--- src/rtl/spd_image_gen.sv ---
module spd_image_gen #(
  parameter int SIZE_W = 18,
  parameter logic [7:0] T_SDR  = 8'd4,
  parameter logic [7:0] T_DDR  = 8'd7,
  parameter logic [7:0] T_DDR2 = 8'd8
) (
  input  logic              clk,
  input  logic              rst_n,
  input  logic              start,
  input  logic [7:0]        type_code,
  input  logic [SIZE_W-1:0] size_mb,
  input  logic [7:0]        rd_addr,
  output logic [7:0]        rd_data,
  output logic              done,
  output logic              err
);
  localparam int L2_W = $clog2(SIZE_W + 4);

  typedef enum logic [1:0] {S_IDLE, S_BANK, S_SPLIT, S_SUM} st_t;
  st_t state;

  logic [7:0]      type_r;
  logic [L2_W-1:0] l2_r;
  logic [3:0]      banks_r;
  logic [5:0]      idx;
  logic [7:0]      cksum;

  function automatic logic [L2_W-1:0] lim_min(input logic [7:0] t);
    case (t)
      T_SDR:   return L2_W'(2);
      T_DDR:   return L2_W'(5);
      default: return L2_W'(7);
    endcase
  endfunction

  function automatic logic [L2_W-1:0] lim_max(input logic [7:0] t);
    case (t)
      T_SDR:   return L2_W'(9);
      T_DDR:   return L2_W'(12);
      default: return L2_W'(14);
    endcase
  endfunction

  function automatic logic [7:0] img_byte(input logic [7:0] a, input logic [7:0] t,
                                          input logic [3:0] bk, input logic [L2_W-1:0] l2,
                                          input logic [7:0] ck);
    logic [15:0] d;
    logic        ddr2;
    ddr2 = (t == T_DDR2);
    d    = 16'd1 << (l2 - L2_W'(2));
    case (a)
      8'd0:  return 8'd128;
      8'd1:  return 8'd8;
      8'd2:  return t;
      8'd3:  return 8'd13;
      8'd4:  return 8'd10;
      8'd5:  return ddr2 ? {4'd0, bk - 4'd1} : {4'd0, bk};
      8'd6:  return 8'd64;
      8'd8:  return 8'd4;
      8'd9:  return 8'h25;
      8'd10: return 8'd1;
      8'd12: return 8'h82;
      8'd13: return 8'd8;
      8'd15: return ddr2 ? 8'd0 : 8'd1;
      8'd16: return 8'd12;
      8'd17: return 8'd4;
      8'd18: return 8'd12;
      8'd19: return ddr2 ? 8'd0 : 8'd1;
      8'd20: return 8'd2;
      8'd21: return ddr2 ? 8'd0 : 8'h20;
      8'd23: return 8'h12;
      8'd27: return 8'd20;
      8'd28: return 8'd15;
      8'd29: return 8'd20;
      8'd30: return 8'd45;
      8'd31: begin
        if (ddr2)            return (d[7:0] & 8'hE0) | (d[15:8] & 8'h1F);
        else if (t == T_DDR) return (d[7:0] & 8'hF8) | (d[15:8] & 8'h07);
        else                 return d[7:0];
      end
      8'd32: return 8'd20;
      8'd33: return 8'd8;
      8'd34: return 8'd20;
      8'd35: return 8'd8;
      8'd63: return ck;
      default: return 8'd0;
    endcase
  endfunction

  logic [L2_W-1:0] l2_in;
  always_comb begin
    l2_in = '0;
    for (int i = 0; i < SIZE_W; i++)
      if (size_mb[i]) l2_in = L2_W'(i);
  end

  logic type_ok, pow2, bad_in;
  assign type_ok = (type_code == T_SDR) || (type_code == T_DDR) || (type_code == T_DDR2);
  assign pow2    = ($countones(size_mb) == 1);
  assign bad_in  = !type_ok || !pow2 || (l2_in < lim_min(type_code)) ||
                   (l2_in > lim_max(type_code) + L2_W'(3));

  logic [7:0] sum_byte;
  assign sum_byte = img_byte({2'b00, idx}, type_r, banks_r, l2_r, cksum);
  assign rd_data  = (done && !err) ? img_byte(rd_addr, type_r, banks_r, l2_r, cksum) : 8'd0;

  always_ff @(posedge clk or negedge rst_n) begin
    if (!rst_n) begin
      state   <= S_IDLE;
      done    <= 1'b0;
      err     <= 1'b0;
      type_r  <= '0;
      l2_r    <= '0;
      banks_r <= 4'd1;
      idx     <= '0;
      cksum   <= '0;
    end else begin
      case (state)
        S_IDLE: if (start) begin
          type_r  <= type_code;
          l2_r    <= l2_in;
          banks_r <= 4'd1;
          done    <= bad_in;
          err     <= bad_in;
          state   <= bad_in ? S_IDLE : S_BANK;
        end
        S_BANK: begin
          if (l2_r > lim_max(type_r) && banks_r != 4'd8) begin
            l2_r    <= l2_r - L2_W'(1);
            banks_r <= banks_r << 1;
          end else begin
            state <= S_SPLIT;
          end
        end
        S_SPLIT: begin
          if (banks_r == 4'd1 && l2_r > lim_min(type_r)) begin
            l2_r    <= l2_r - L2_W'(1);
            banks_r <= 4'd2;
          end
          idx   <= '0;
          cksum <= '0;
          state <= S_SUM;
        end
        default: begin
          cksum <= cksum + sum_byte;
          idx   <= idx + 6'd1;
          if (idx == 6'd62) begin
            done  <= 1'b1;
            state <= S_IDLE;
          end
        end
      endcase
    end
  end


  bank_pow_chk: assert property (@(posedge clk) disable iff (!rst_n)
    $countones(banks_r) == 1);


  bank_fit_chk: assert property (@(posedge clk) disable iff (!rst_n)
    (done && !err) |-> (l2_r <= lim_max(type_r)));


  split_chk: assert property (@(posedge clk) disable iff (!rst_n)
    (done && !err) |-> !(banks_r == 4'd1 && l2_r > lim_min(type_r)));


  err_zero_chk: assert property (@(posedge clk) disable iff (!rst_n)
    err |-> (rd_data == 8'd0));


  busy_done_chk: assert property (@(posedge clk) disable iff (!rst_n)
    (state != S_IDLE) |-> !done);


  busy_hold_chk: assert property (@(posedge clk) disable iff (!rst_n)
    (state != S_IDLE) |=> $stable(type_r));
endmodule

--- config.mk ---
export PLATFORM = sky130hd
export DESIGN_NAME = spd_image_gen
export DESIGN_NICKNAME = d
export VERILOG_FILES = /design/src/rtl/spd_image_gen.sv
export SDC_FILE = /design/constraint.sdc
export NUM_CORES = 1
export LEC_CHECK = 0
export BUFFER_PORTS_ARGS = -buffer_cell sky130_fd_sc_hd__buf_2
export CAP_MARGIN = 20
export CORE_UTILIZATION = 30
export DETAILED_ROUTE_END_ITERATION = 7
export HOLD_SLACK_MARGIN = 0.1
export PLACE_DENSITY_LB_ADDON = 0.12
export SKIP_CTS_REPAIR_TIMING = 1
export SLEW_MARGIN = 40
export SYNTH_ARGS = -nofsm -noshare
export SYNTH_HDL_FRONTEND = slang
export SYNTH_SLANG_ARGS = --single-unit
--- constraint.sdc ---
create_clock -name clk -period 8 [get_ports clk]
set_clock_uncertainty 0.2 [all_clocks]
set_input_delay 0.8 -clock clk [delete_from_list [all_inputs] [get_ports clk]]
set_output_delay 0.8 -clock clk [all_outputs]
set_load 0.01 [all_outputs]
==> summary.md, run 1 <==
## STA
• **setup repair after global routing missed its margin** no
• **slew margin rel.** 52.5%
• **worst slack on hold paths** 0.277 ns
• **endpoints failing hold** 0
• **Fin Setup TNS** 0 ns
• **endpoints failing setup** 0
• **max-slew violation total from the final report** 0
• **share of the cycle needed by the critical path after routing** 61.3%
• **minimum clock period after layout** 4.90 ns
• **Worst Max-Slew Pin Slew** 0.713 ns
• **Highest Clock Rate** 204 MHz

## Floorplanning
• **DIE AREA** 0.0161 mm2
• **Die Y** 127 um
• **I/O pins** 47
• **placement row count** 45
• **horizontal die dimension** 127 um
• **CORE AREA** 0.0152 mm2
• **effective utilization at floorplan** 30.7%

## Critical path
• **startpoint of the lowest-slack register-to-register path** idx[0]$_DFFE_PN0P_
• **type of the worst setup path** in -> reg
• **element type at the critical path start** input pin
• **endpoint type of the worst setup path** flip-flop
• **cell count of the worst reg-to-reg path** 15
• **required time at the worst-slack endpoint** 7.95 ns
• **capture point of the worst path** done$_DFFE_PN0P_
• **peak fanout along the critical path** 4
• **Worst EP arrival** 4.86 ns
• **reg-to-reg slack, setup** 3.98 ns
• **r2r endpoint** cksum[7]$_DFFE_PN0P_
• **worst setup path start** size_mb[5]

## Power
• **P per Cell Area** 104 mW/mm2
• **Net Sw Power** 0.168 mW
• **worst-case vdd ir drop** 70.4 uV
• **combinational power share** 29.1%
• **Internal Pwr Total** 0.367 mW
• **switching share of power** 31.4%
• **leakage power summed over all cells** 2.27 nW
• **clock group share of total power** 37.8%
• **relative contribution of sequential cells to total power** 33.1%

## CTS
• **number of buffers created by CTS** 5
• **number of levels in the clock H-tree** 2
• **insertion delay of the later-clocked pin in the worst-skew pair** 0.29 ns
• **number of clock sinks seen by CTS** 35
• **CTS tree** built
• **Clk Tree Root Cell** sky130_fd_sc_hd__clkbuf_16
• **clock-pin slew on the worst setup and hold paths** 0.06 ns
• **clock tree buffer depth** 2

## Hold path
• **Hold WC Path Type** in -> async

## Global routing
• **gr ovfl total** 0
• **via count of the first global-routing pass** 4266
• **global-route wire length before repair** 23200 um
• **met1 GRT Util** 24.3%
• **global router's overall resource usage** 18.1%
• **routing layer with the top usage in global route** met2
• **pin count of the biggest net entering global routing** 36
• **met3 track demand over resource** 2.19%
• **global routing met2 resource utilization** 31.0%
• **antenna violations before repair** 0

## Cells and area
• **Filler cells** 1605
• **Finished Layout Cells** 794
• **register area** 877 um2
• **area grow syn2layout** 10.3%
• **area taken by multi-input logic gates** 0.00349 mm2
• **antenna diode instance count** 0
• **number of nets at the end of the flow** 703
• **fraction of final layout cells with drive strength greater than 1** 14.9%
• **top library cells by usage in the layout, fill and taps aside** 53 x sky130_fd_sc_hd__nand2_1, 48 x sky130_fd_sc_hd__ha_1, 45 x sky130_fd_sc_hd__buf_2, 43 x sky130_fd_sc_hd__inv_1, 40 x sky130_fd_sc_hd__nor2_1
• **most common cell after layout, fill and taps aside** sky130_fd_sc_hd__nand2_1

## Drt
• **number of nets with antenna violations after routing** 0
• **wire per inst** 17.6 um
• **wire length reported by the detailed router** 14000 um
• **Remaining DRCs** 0
• **length of the first detailed-routing pass in iterations** 5
• **violation count after the first detailed-route iteration** 333
• **via density per instance** 5.55
• **number of vias after detailed routing** 4410

## Synthesis
• **synthesized area per cell** 8.06 um2
• **share of the yosys chip area belonging to registers** 18.8%
• **most common flop cell mapped by yosys** sky130_fd_sc_hd__dfrtp_1
• **ys async rst share** 100%
• **post-synthesis instance area** 0.00467 mm2
• **number of synthesized flops with an enable pin** 0
• **Yosys cell types** 83
• **number of flip-flops and latches in the synthesized netlist** 35
• **number of instances in the synthesized netlist** 580
• **number of nets produced by synthesis** 678
• **Syn. warnings** 0

## Placed design
• **port buffer count** 46
• **post-placement cell count** 786
• **routability congestion estimate from global placement** 0.845
• **Post-DP HPWL** 11000 um

## Outcome
• **outcome** finished clean

## Job
• **Max-cap violations** 0

==> Yosys cell counts, types with 4 or more instances <==
cell,n,area (um2)
sky130_fd_sc_hd__o21ai_1,4,20.0
sky130_fd_sc_hd__a22o_1,5,43.8
sky130_fd_sc_hd__nand3b_1,4,30.0
sky130_fd_sc_hd__o31ai_1,4,30.0
sky130_fd_sc_hd__nor3b_1,5,37.5
sky130_fd_sc_hd__nor4_1,9,56.3
sky130_fd_sc_hd__nand2b_1,12,75.1
sky130_fd_sc_hd__o21a_1,4,30.0
sky130_fd_sc_hd__a221oi_1,8,70.1
sky130_fd_sc_hd__o21ai_0,33,165
sky130_fd_sc_hd__clkbuf_1,11,41.3
sky130_fd_sc_hd__or3_1,5,31.3
sky130_fd_sc_hd__mux2_2,12,135
sky130_fd_sc_hd__a21oi_1,37,185
sky130_fd_sc_hd__or2_2,5,31.3
sky130_fd_sc_hd__a221o_1,6,60.1
sky130_fd_sc_hd__xor2_1,7,61.3
sky130_fd_sc_hd__a211oi_1,4,30.0
sky130_fd_sc_hd__a22oi_1,4,30.0
sky130_fd_sc_hd__nand2_1,53,199
sky130_fd_sc_hd__buf_2,13,65.1
sky130_fd_sc_hd__and3_1,10,62.6
sky130_fd_sc_hd__xnor2_1,6,52.6
sky130_fd_sc_hd__dfrtp_1,34,851
sky130_fd_sc_hd__ha_1,48,601
sky130_fd_sc_hd__a31oi_1,4,25.0
sky130_fd_sc_hd__nand3_1,24,120
sky130_fd_sc_hd__nor2b_1,14,87.6
sky130_fd_sc_hd__fa_1,13,260
sky130_fd_sc_hd__nor2_1,40,150
sky130_fd_sc_hd__inv_1,43,161
sky130_fd_sc_hd__nor3_1,19,95.1
==> registers in the layout (all words and copies together), names as in the netlist <==
signal   cells
type_r       8
l2_r         5
err          1
idx          6
done         1
cksum        8
state        2
banks_r      4
==> layout make-up <==
cell class | count | area share, %
sequential | 35 | 17.0
multi-input combinational | 473 | 67.7
clock buffer | 7 | 2.77
clock inverter | 1 | 0.0972
timing repair buffer | 47 | 4.66
tap | 188 | 4.57
inverter | 43 | 3.13
==> layer usage <==
| layer | vias up | wire length [um] |
|---|---|---|
| met1 | 2126 | 6640 |
| met4 | 0 | 181 |
| met5 | - | 0 |
| met3 | 11 | 509 |
| li1 | 2169 | - |
| met2 | 104 | 6670 |
==> per-stage QoR <==
step	total power [mW]	util [%]	area (um2)	worst slack [ns]
3_3_place_gp	0.333	32.9	5000	2.85
2_1_floorplan	0.293	-	4670	3.10
5_1_grt	0.579	33.9	5150	2.85
3_5_place_dp	0.340	32.9	5000	2.80
4_1_cts	0.548	33.9	5150	3.09
6_report	0.535	33.9	5150	3.10
==> worst max-delay path: stages <==
cell	delay (ns)
sky130_fd_sc_hd__buf_2	0.12
sky130_fd_sc_hd__inv_1	0.07
sky130_fd_sc_hd__fa_1	0.53
sky130_fd_sc_hd__inv_1	0.05
sky130_fd_sc_hd__fa_1	0.45
sky130_fd_sc_hd__fa_1	0.51
sky130_fd_sc_hd__inv_1	0.05
sky130_fd_sc_hd__fa_1	0.44
sky130_fd_sc_hd__fa_1	0.49
sky130_fd_sc_hd__inv_1	0.04
sky130_fd_sc_hd__ha_1	0.20
sky130_fd_sc_hd__fa_1	0.43
sky130_fd_sc_hd__nor3_1	0.18
sky130_fd_sc_hd__nand3_1	0.12
sky130_fd_sc_hd__nor3_1	0.25
sky130_fd_sc_hd__a31oi_1	0.12
==> power groups by stage <==
| stage | Combinational [mW] | Sequential, mW | Clock (mW) |
|---|---|---|---|
| after floorplan | 0.112 | 0.180 | 0 |
| after global placement | 0.153 | 0.180 | 0 |
| after detailed placement | 0.160 | 0.180 | 0 |
| after CTS | 0.161 | 0.177 | 0.210 |
| after global routing | 0.188 | 0.177 | 0.214 |
| final | 0.156 | 0.177 | 0.202 |
==> how the worst min path moves through the flow <==
| stage | to | cells after the start | slack, ns |
|---|---|---|---|
| floorplan | banks_r[1]$_DFFE_PN0P_ | 0 | 0.30 |
| global placement | state[0]$_DFFE_PN0P_ | 1 | 0.37 |
| detailed placement | state[0]$_DFFE_PN0P_ | 1 | 0.37 |
| CTS | idx[5]$_DFFE_PN0P_ | 1 | 0.29 |
| global route | idx[5]$_DFFE_PN0P_ | 1 | 0.32 |
| finish | idx[5]$_DFFE_PN0P_ | 1 | 0.28 |
==> logic make-up (layout without fill, tap and decap cells) <==
kind of cell    Yosys count  count (layout)  synth area share, %
simple gates            231             231                 27.6
compound gates          154             154                 22.9
buf+inv                  72              98                 6.53
fa+ha+maj                61              61                 18.4
flops                    35              35                 18.8
mux                      14              14                 3.32
xor+xnor                 13              13                 2.44
Power figures use the tool's default switching activity.
==> run 2: changes to the inputs <==
--- a/config.mk
+++ b/config.mk
@@ -5,6 +5,7 @@
 export SDC_FILE = /design/constraint.sdc
 export NUM_CORES = 1
 export LEC_CHECK = 0
+export ABC_AREA = 1
 export BUFFER_PORTS_ARGS = -buffer_cell sky130_fd_sc_hd__buf_2
 export CAP_MARGIN = 20
 export CORE_UTILIZATION = 30
==> constraint.sdc (replaced) <==
create_clock -name clk -period 4.6 [get_ports clk]
set_clock_uncertainty 0.2 [all_clocks]
set_input_delay 0.46 -clock clk [delete_from_list [all_inputs] [get_ports clk]]
set_output_delay 0.46 -clock clk [all_outputs]
set_load 0.01 [all_outputs]
==> run 2 against run 1 <==
The run now ends with setup timing left; register-to-register slack got worse by 3.1 ns; sequential share of layout area increased by 0.12 points; design area down 0.73%; synthesized cell count increased by 9.8%.
==> summary.md, run 2 <==
## Placed design
• **routability congestion estimate from global placement** 0.919, +8.8%
• **worst slack at placement** -0.438 ns, -3.24 ns
• **port buffer count** 46, unchanged
• **Post-DP HPWL** 11100 um, +1.4%

## CTS
• **clock tree buffer depth** 2, unchanged
• **number of buffers created by CTS** 5, unchanged
• **number of clock sinks seen by CTS** 35, unchanged
• **clock-pin slew on the worst setup and hold paths** 0.05 ns, about the same
• **CTS tree** built
• **number of levels in the clock H-tree** 2, unchanged
• **insertion delay of the later-clocked pin in the worst-skew pair** 0.30 ns, about the same
• **Clk Tree Root Cell** sky130_fd_sc_hd__clkbuf_16

## Floorplanning
• **Die Y** 123 um, -3.1%
• **effective utilization at floorplan** 31.1%, +0.39 points
• **CORE AREA** 0.0141 mm2, -7.3%
• **I/O pins** 47, unchanged
• **DIE AREA** 0.0151 mm2, -6.0%
• **placement row count** 43, -4.4%
• **horizontal die dimension** 123 um, -3.1%

## Global routing
• **gr ovfl total** 0, unchanged
• **antenna violations before repair** 0, unchanged
• **pin count of the biggest net entering global routing** 36, unchanged
• **global-route wire length before repair** 21600 um, -6.9%
• **global router's overall resource usage** 18.8%, +0.66 points
• **via count of the first global-routing pass** 4351, +2.0%

## Synthesis
• **Syn. warnings** 0, unchanged
• **Synth Area in XOR/XNOR** 1.60%, -0.84 points
• **top-area cell type share of the netlist area** 19.4%, +1.2 points
• **share of the yosys chip area belonging to registers** 20.0%, +1.2 points
• **main combinational cell family by area after synthesis** simple AND/OR/NAND/NOR gates
• **most common cell in the netlist** sky130_fd_sc_hd__inv_1
• **post-synthesis instance area** 0.00439 mm2, -6.1%
• **top cells by count, synth** 145 x sky130_fd_sc_hd__inv_1, 99 x sky130_fd_sc_hd__nand2_1, 76 x sky130_fd_sc_hd__nor2_1, 48 x sky130_fd_sc_hd__ha_1
• **ys async rst share** 100%, unchanged
• **number of instances in the synthesized netlist** 637, +9.8%
• **Yosys cell types** 49, -41%
• **number of flip-flops and latches in the synthesized netlist** 35, unchanged
• **most common flop cell mapped by yosys** sky130_fd_sc_hd__dfrtp_1
• **Synth Area in Adders** 19.6%, +1.2 points
• **multiplexer fraction of the synthesized cell area** 0%, -3.3 points
• **number of nets produced by synthesis** 735, +8.4%
• **number of synthesized flops with an enable pin** 0, unchanged
• **ranking of synthesized cells by area** sky130_fd_sc_hd__dfrtp_1 19%, sky130_fd_sc_hd__ha_1 14%, sky130_fd_sc_hd__inv_1 12%
• **area fraction in compound gates after synthesis** 18.9%, -4.0 points
• **cell taking the most area after synthesis** sky130_fd_sc_hd__dfrtp_1
• **synthesized area per cell** 6.89 um2, -15%
• **simple-gate portion of the synthesized area** 26.8%, -0.83 points

## Cells and area
• **top library cells by usage in the layout, fill and taps aside** 142 x sky130_fd_sc_hd__inv_1, 99 x sky130_fd_sc_hd__nand2_1, 76 x sky130_fd_sc_hd__nor2_1, 47 x sky130_fd_sc_hd__ha_1, 43 x sky130_fd_sc_hd__buf_2
• **area taken by multi-input logic gates** 0.00297 mm2, -15%
• **most common cell after layout, fill and taps aside** sky130_fd_sc_hd__inv_1
• **area grow syn2layout** 16.6%
• **Filler cells** 1560, -2.8%
• **fraction of final layout cells with drive strength greater than 1** 13.5%, -1.3 points
• **antenna diode instance count** 0, unchanged
• **register area** 877 um2, unchanged
• **Largest regs** cksum (8), type_r (8), idx (6)
• **number of nets at the end of the flow** 792, +13%

## Job
• **Max-cap violations** 0, unchanged

## Critical path
• **required time at the worst-slack endpoint** 4.63 ns, -3.32 ns
• **r2r endpoint** cksum[7]$_DFFE_PN0P_
• **peak fanout along the critical path** 3, -1
• **cell type of the slowest stage on the worst timing path** sky130_fd_sc_hd__fa_1
• **cell count of the worst reg-to-reg path** 18, +3
• **element type at the critical path start** input pin
• **worst setup path start** size_mb[11]
• **Buffers & Inverters on Critical Path** 5, unchanged
• **worst path cell trace** buf_8 -> fa_1 -> inv_1 -> fa_1 -> inv_2 -> fa_1 -> inv_1 -> fa_1 -> fa_1 -> inv_1 -> ha_2 -> fa_1 -> nor4b_2 -> nand3_1 -> a2111oi_4 -> nand3_1 -> a21oi_2
• **cell mode on critical path** sky130_fd_sc_hd__fa_1
• **delay of the slowest cell on the worst path** 0.54 ns, about the same
• **startpoint of the lowest-slack register-to-register path** type_r[7]$_DFFE_PN0P_
• **type of the worst setup path** in -> reg
• **Worst EP arrival** 4.73 ns, -0.13 ns
• **endpoint type of the worst setup path** flip-flop
• **largest delay contributor family on the critical path** adder cells
• **reg-to-reg slack, setup** 0.85 ns, -3.13 ns

## STA
• **slew margin rel.** 57.6%, +5.1 points
• **endpoints failing setup** 3, +3
• **Worst Max-Slew Pin Slew** 0.633 ns, -0.0794 ns
• **minimum clock period after layout** 4.70 ns
• **max-slew violation total from the final report** 0, unchanged
• **Highest Clock Rate** 213 MHz
• **setup repair after global routing missed its margin** yes
• **share of the cycle needed by the critical path after routing** 102%
• **final worst setup slack** -0.103 ns, -3.20 ns
• **endpoints failing hold** 0, unchanged

## Power
• **relative contribution of sequential cells to total power** 21.1%, -12 points
• **worst-case vdd ir drop** 155 uV, +120%
• **Net Sw Power** 1.46 mW, +770%
• **leakage power summed over all cells** 2.50 nW, +10%
• **combinational power share** 64.1%, +35 points
• **Internal Pwr Total** 1.33 mW, +260%
• **clock group share of total power** 14.8%, -23 points
• **post-route total power** 2.79 mW, +420%
• **switching share of power** 52.3%, +21 points
• **P per Cell Area** 545 mW/mm2, +430%

## Hold path
• **hold path cells** 2
• **hold path endpoint** err$_DFFE_PN0P_
• **Hold WC Path Type** in -> reg
• **beginning of the worst hold path** start

## Drt
• **number of vias after detailed routing** 4394, -0.36%
• **via density per instance** 5.02, -9.6%
• **number of nets with antenna violations after routing** 0, unchanged
• **violation count after the first detailed-route iteration** 313, -6.0%
• **length of the first detailed-routing pass in iterations** 5, unchanged
• **wire per inst** 15.1 um, -14%
• **wire length reported by the detailed router** 13200 um, -5.4%
• **Remaining DRCs** 0, unchanged

## Outcome
• **outcome** finished with violations
• **violated checks** setup timing

-- run 2: changes by cell type in the layout (fill, tap and decap cells not counted), moves of 12 or more --
cell and delta:
sky130_fd_sc_hd__inv_1 +99, sky130_fd_sc_hd__nand2b_1 -12, sky130_fd_sc_hd__nor2b_1 -14, sky130_fd_sc_hd__mux2_2 -12, sky130_fd_sc_hd__nand2_1 +46, sky130_fd_sc_hd__nor2_1 +36
-- run 2: stage by stage --
step | TNS [ns] | cell area, um2 | std cells | hold WS [ns] | utilization, %
2_1_floorplan | -0.124 | 4420 | 637 | -0.0356 | -
3_3_place_gp | -0.892 | 4900 | 865 | 0.285 | 34.8
3_5_place_dp | -1.19 | 4910 | 865 | 0.265 | 34.8
4_1_cts | -0.308 | 5080 | 873 | -0.0597 | 36.0
5_1_grt | -0.696 | 5110 | 875 | 0.253 | 36.3
6_report | -0.175 | 5110 | 875 | 0.217 | 36.3
-- run 2: power by group through the flow --
stage / clock network [mW] / registers, mW / logic [mW]
2_1_floorplan: 0 / 0.541 / 1.34
3_3_place_gp: 0 / 0.591 / 1.73
3_5_place_dp: 0 / 0.593 / 1.78
4_1_cts: 0.425 / 0.589 / 1.79
5_1_grt: 0.436 / 0.605 / 2.07
6_report: 0.413 / 0.588 / 1.79
-- run 2: worst max-delay path by stage --
stage	to	slack (ns)	depth (start not counted)
after floorplan	state[0]$_DFFE_PN0P_	-0.07	16
after global placement	state[0]$_DFFE_PN0P_	-0.34	17
after detailed placement	state[0]$_DFFE_PN0P_	-0.44	17
after CTS	state[0]$_DFFE_PN0P_	-0.14	17
after global routing	state[0]$_DFFE_PN0P_	-0.29	17
final	state[0]$_DFFE_PN0P_	-0.10	17
-- run 2: worst register-to-register path: cells and delay by family (launching register included) --
kind	cells	cell delay (ns)
compound gates	7	1.23
simple gates	7	1.04
flops	1	0.45
buf+inv	2	0.32
fa+ha+maj	1	0.20
xor+xnor	1	0.18
-- run 2: layout make-up --
class	instances	share of cell area, %
clock buffer	6	2.72
inverter	149	11.0
timing repair buffer	54	6.02
sequential	35	17.2
multi-input combinational	449	58.0
clock inverter	2	0.685
tap	180	4.40
-- run 2: routing by layer --
metal | track usage [%] | vias up | routed length [um]
met5 | 0 | - | 0
met2 | 29.7 | 99 | 6040
met3 | 3.18 | 26 | 502
li1 | - | 2225 | -
met1 | 25.1 | 2044 | 6290
met4 | 8.38 | 0 | 410
-- run 2: cell families (layout without fill, tap and decap cells) --
logic type | count (synthesis) | count (layout)
AOI/OAI and AO/OA | 131 | 131
xor gates and xnor gates | 8 | 8
adders and majority gates | 61 | 61
DFF | 35 | 35
buffers and inverters | 153 | 211
and+or+nand+nor | 249 | 249
==> run 3: changes to the inputs <==
--- a/config.mk
+++ b/config.mk
@@ -11,7 +11,6 @@
 export CORE_UTILIZATION = 30
 export DETAILED_ROUTE_END_ITERATION = 7
 export HOLD_SLACK_MARGIN = 0.1
-export PLACE_DENSITY_LB_ADDON = 0.12
 export SKIP_CTS_REPAIR_TIMING = 1
 export SLEW_MARGIN = 40
 export SYNTH_ARGS = -nofsm -noshare
==> run 3 against run 2 <==
The run still ends with setup timing left; largest cell class unchanged; combinational power about the same; clock-buffer cell count is 2 higher; design area is 0.12% higher; clock power is 12% lower; fmax increased by 2.0%; sequential power hardly changed; critical path depth is the same; hold slack gained 0.011 ns; die area stayed put; non-clock buffer count increased by 1; core utilization about the same; power is 2.1% lower.
==> summary.md, run 3 (same netlist as run 2, synthesis figures left out) <==
## Outcome
• **outcome** finished with violations
• **violated checks** setup timing

## Critical path
• **required time at the worst-slack endpoint** 4.62 ns, about the same
• **reg-to-reg slack, setup** 0.83 ns, -0.02 ns
• **peak fanout along the critical path** 3, unchanged
• **startpoint of the lowest-slack register-to-register path** type_r[1]$_DFFE_PN0P_
• **element type at the critical path start** input pin
• **endpoint type of the worst setup path** flip-flop
• **worst setup path start** size_mb[11]
• **type of the worst setup path** in -> reg
• **Worst EP arrival** 4.63 ns, -0.10 ns

## CTS
• **clock-pin slew on the worst setup and hold paths** 0.05 ns, about the same
• **clock tree buffer depth** 2, unchanged
• **number of levels in the clock H-tree** 2, unchanged
• **number of buffers created by CTS** 5, unchanged
• **number of clock sinks seen by CTS** 35, unchanged
• **Clk Tree Root Cell** sky130_fd_sc_hd__clkbuf_16
• **CTS tree** built
• **insertion delay of the later-clocked pin in the worst-skew pair** 0.29 ns, about the same

## Placed design
• **port buffer count** 46, unchanged
• **routability congestion estimate from global placement** 0.915, -0.47%
• **Post-DP Area** 0.00491 mm2, +0.15%
• **post-placement cell count** 866, +0.12%
• **Post-DP HPWL** 10100 um, -9.6%
• **worst slack at placement** -0.375 ns, +0.0637 ns

## Cells and area
• **Finished Cell Area** 0.00512 mm2, +0.12%
• **antenna diode instance count** 0, unchanged
• **Largest regs** cksum (8), type_r (8), idx (6)
• **Filler cells** 1530, -1.9%
• **most common cell after layout, fill and taps aside** sky130_fd_sc_hd__inv_1
• **area grow syn2layout** 16.7%
• **number of nets at the end of the flow** 793, +0.13%
• **top library cells by usage in the layout, fill and taps aside** 141 x sky130_fd_sc_hd__inv_1, 99 x sky130_fd_sc_hd__nand2_1, 76 x sky130_fd_sc_hd__nor2_1, 47 x sky130_fd_sc_hd__ha_1, 42 x sky130_fd_sc_hd__buf_2
• **fraction of final layout cells with drive strength greater than 1** 13.6%, +0.12 points
• **Finished Layout Cells** 876, +0.11%

## Global routing
• **global router's overall resource usage** 17.1%, -1.7 points
• **gr ovfl total** 0, unchanged
• **global-route wire length before repair** 20000 um, -7.4%
• **via count of the first global-routing pass** 4044, -7.1%
• **antenna violations before repair** 0, unchanged
• **pin count of the biggest net entering global routing** 36, unchanged

## Drt
• **number of nets with antenna violations after routing** 0, unchanged
• **wire per inst** 13.8 um, -8.7%
• **via density per instance** 5.01, -0.18%
• **number of vias after detailed routing** 4391, -0.068%
• **violation count after the first detailed-route iteration** 307, -1.9%
• **wire length reported by the detailed router** 12100 um, -8.6%
• **length of the first detailed-routing pass in iterations** 5, unchanged
• **Remaining DRCs** 0, unchanged

## STA
• **Fin Setup TNS** -0.0108 ns, +0.164 ns
• **Highest Clock Rate** 217 MHz, +2.0%
• **endpoints failing setup** 1, -2
• **share of the cycle needed by the critical path after routing** 100%, -2.0 points
• **final worst setup slack** -0.0108 ns, +0.0921 ns
• **slew margin rel.** 60.4%, +2.7 points
• **Worst Max-Slew Pin Slew** 0.593 ns, -0.0400 ns
• **minimum clock period after layout** 4.61 ns, -0.0921 ns
• **max-slew violation total from the final report** 0, unchanged
• **setup repair after global routing missed its margin** yes
• **endpoints failing hold** 0, unchanged

## Power
• **P per Cell Area** 533 mW/mm2, -2.2%
• **worst-case vdd ir drop** 162 uV, +4.4%
• **post-route total power** 2.73 mW, -2.1%
• **leakage power summed over all cells** 2.50 nW, about the same

## Floorplanning
• **DIE AREA** 0.0151 mm2, unchanged
• **CORE AREA** 0.0141 mm2, unchanged
• **I/O pins** 47, unchanged
• **placement row count** 43, unchanged
• **horizontal die dimension** 123 um, unchanged
• **Die Y** 123 um, unchanged
• **effective utilization at floorplan** 31.1%, unchanged

## Hold path
• **beginning of the worst hold path** start
• **Hold WC Path Type** in -> reg

## Job
• **Max-cap violations** 0, unchanged

[run 3: final timing paths]
path / endpoint / cells past startpoint
worst max-delay path: state[0]$_DFFE_PN0P_ / 17
min in group asynchronous: idx[0]$_DFFE_PN0P_ / 2
worst min-delay path: err$_DFFE_PN0P_ / 2
max in group asynchronous: banks_r[0]$_DFFE_PN1P_ / 2
worst max register to register: cksum[7]$_DFFE_PN0P_ / 20
worst min register to register: type_r[5]$_DFFE_PN0P_ / 2
[run 3: final cells by class]
type / instances / area, um2 / area share, %
Timing Repair Buffer: 55 / 322 / 6.28
Multi-Input combinational cell: 449 / 2980 / 58.1
Clock buffer: 8 / 156 / 3.05
Sequential cell: 35 / 877 / 17.1
Tap cell: 180 / 225 / 4.40
Inverter: 149 / 564 / 11.0
[run 3: critical path, stage by stage]
cell and delay (ns):
sky130_fd_sc_hd__buf_6 0.10, sky130_fd_sc_hd__fa_1 0.52, sky130_fd_sc_hd__inv_1 0.05, sky130_fd_sc_hd__fa_1 0.47
sky130_fd_sc_hd__inv_1 0.05, sky130_fd_sc_hd__fa_1 0.47, sky130_fd_sc_hd__inv_1 0.05, sky130_fd_sc_hd__fa_1 0.45
sky130_fd_sc_hd__fa_1 0.51, sky130_fd_sc_hd__inv_2 0.04, sky130_fd_sc_hd__ha_4 0.15, sky130_fd_sc_hd__fa_1 0.44
sky130_fd_sc_hd__nor4b_2 0.21, sky130_fd_sc_hd__nand3_1 0.14, sky130_fd_sc_hd__a2111oi_4 0.25, sky130_fd_sc_hd__nand3_1 0.14
sky130_fd_sc_hd__a21oi_2 0.13
[run 3: where the power goes]
part	switching, mW	internal [mW]	leakage, nW
Sequential	0.144	0.441	0.433
Combinational	1.16	0.623	1.99
Clock	0.133	0.231	0.0772
Total	1.43	1.29	2.50
[run 3: stage by stage]
step,hold WS (ns),util (%)
2_1_floorplan,-0.0356,-
3_3_place_gp,0.285,34.8
3_5_place_dp,0.267,34.9
4_1_cts,-0.0404,36.0
5_1_grt,0.236,36.3
6_report,0.228,36.3
[run 3: layer usage]
layer	vias up	global-route usage (%)	share of wire, %
met3	18	2.86	5.9
met2	122	26.8	44
met5	-	0	0
met4	0	7.09	2.7
li1	2217	-	-
met1	2034	23.1	48
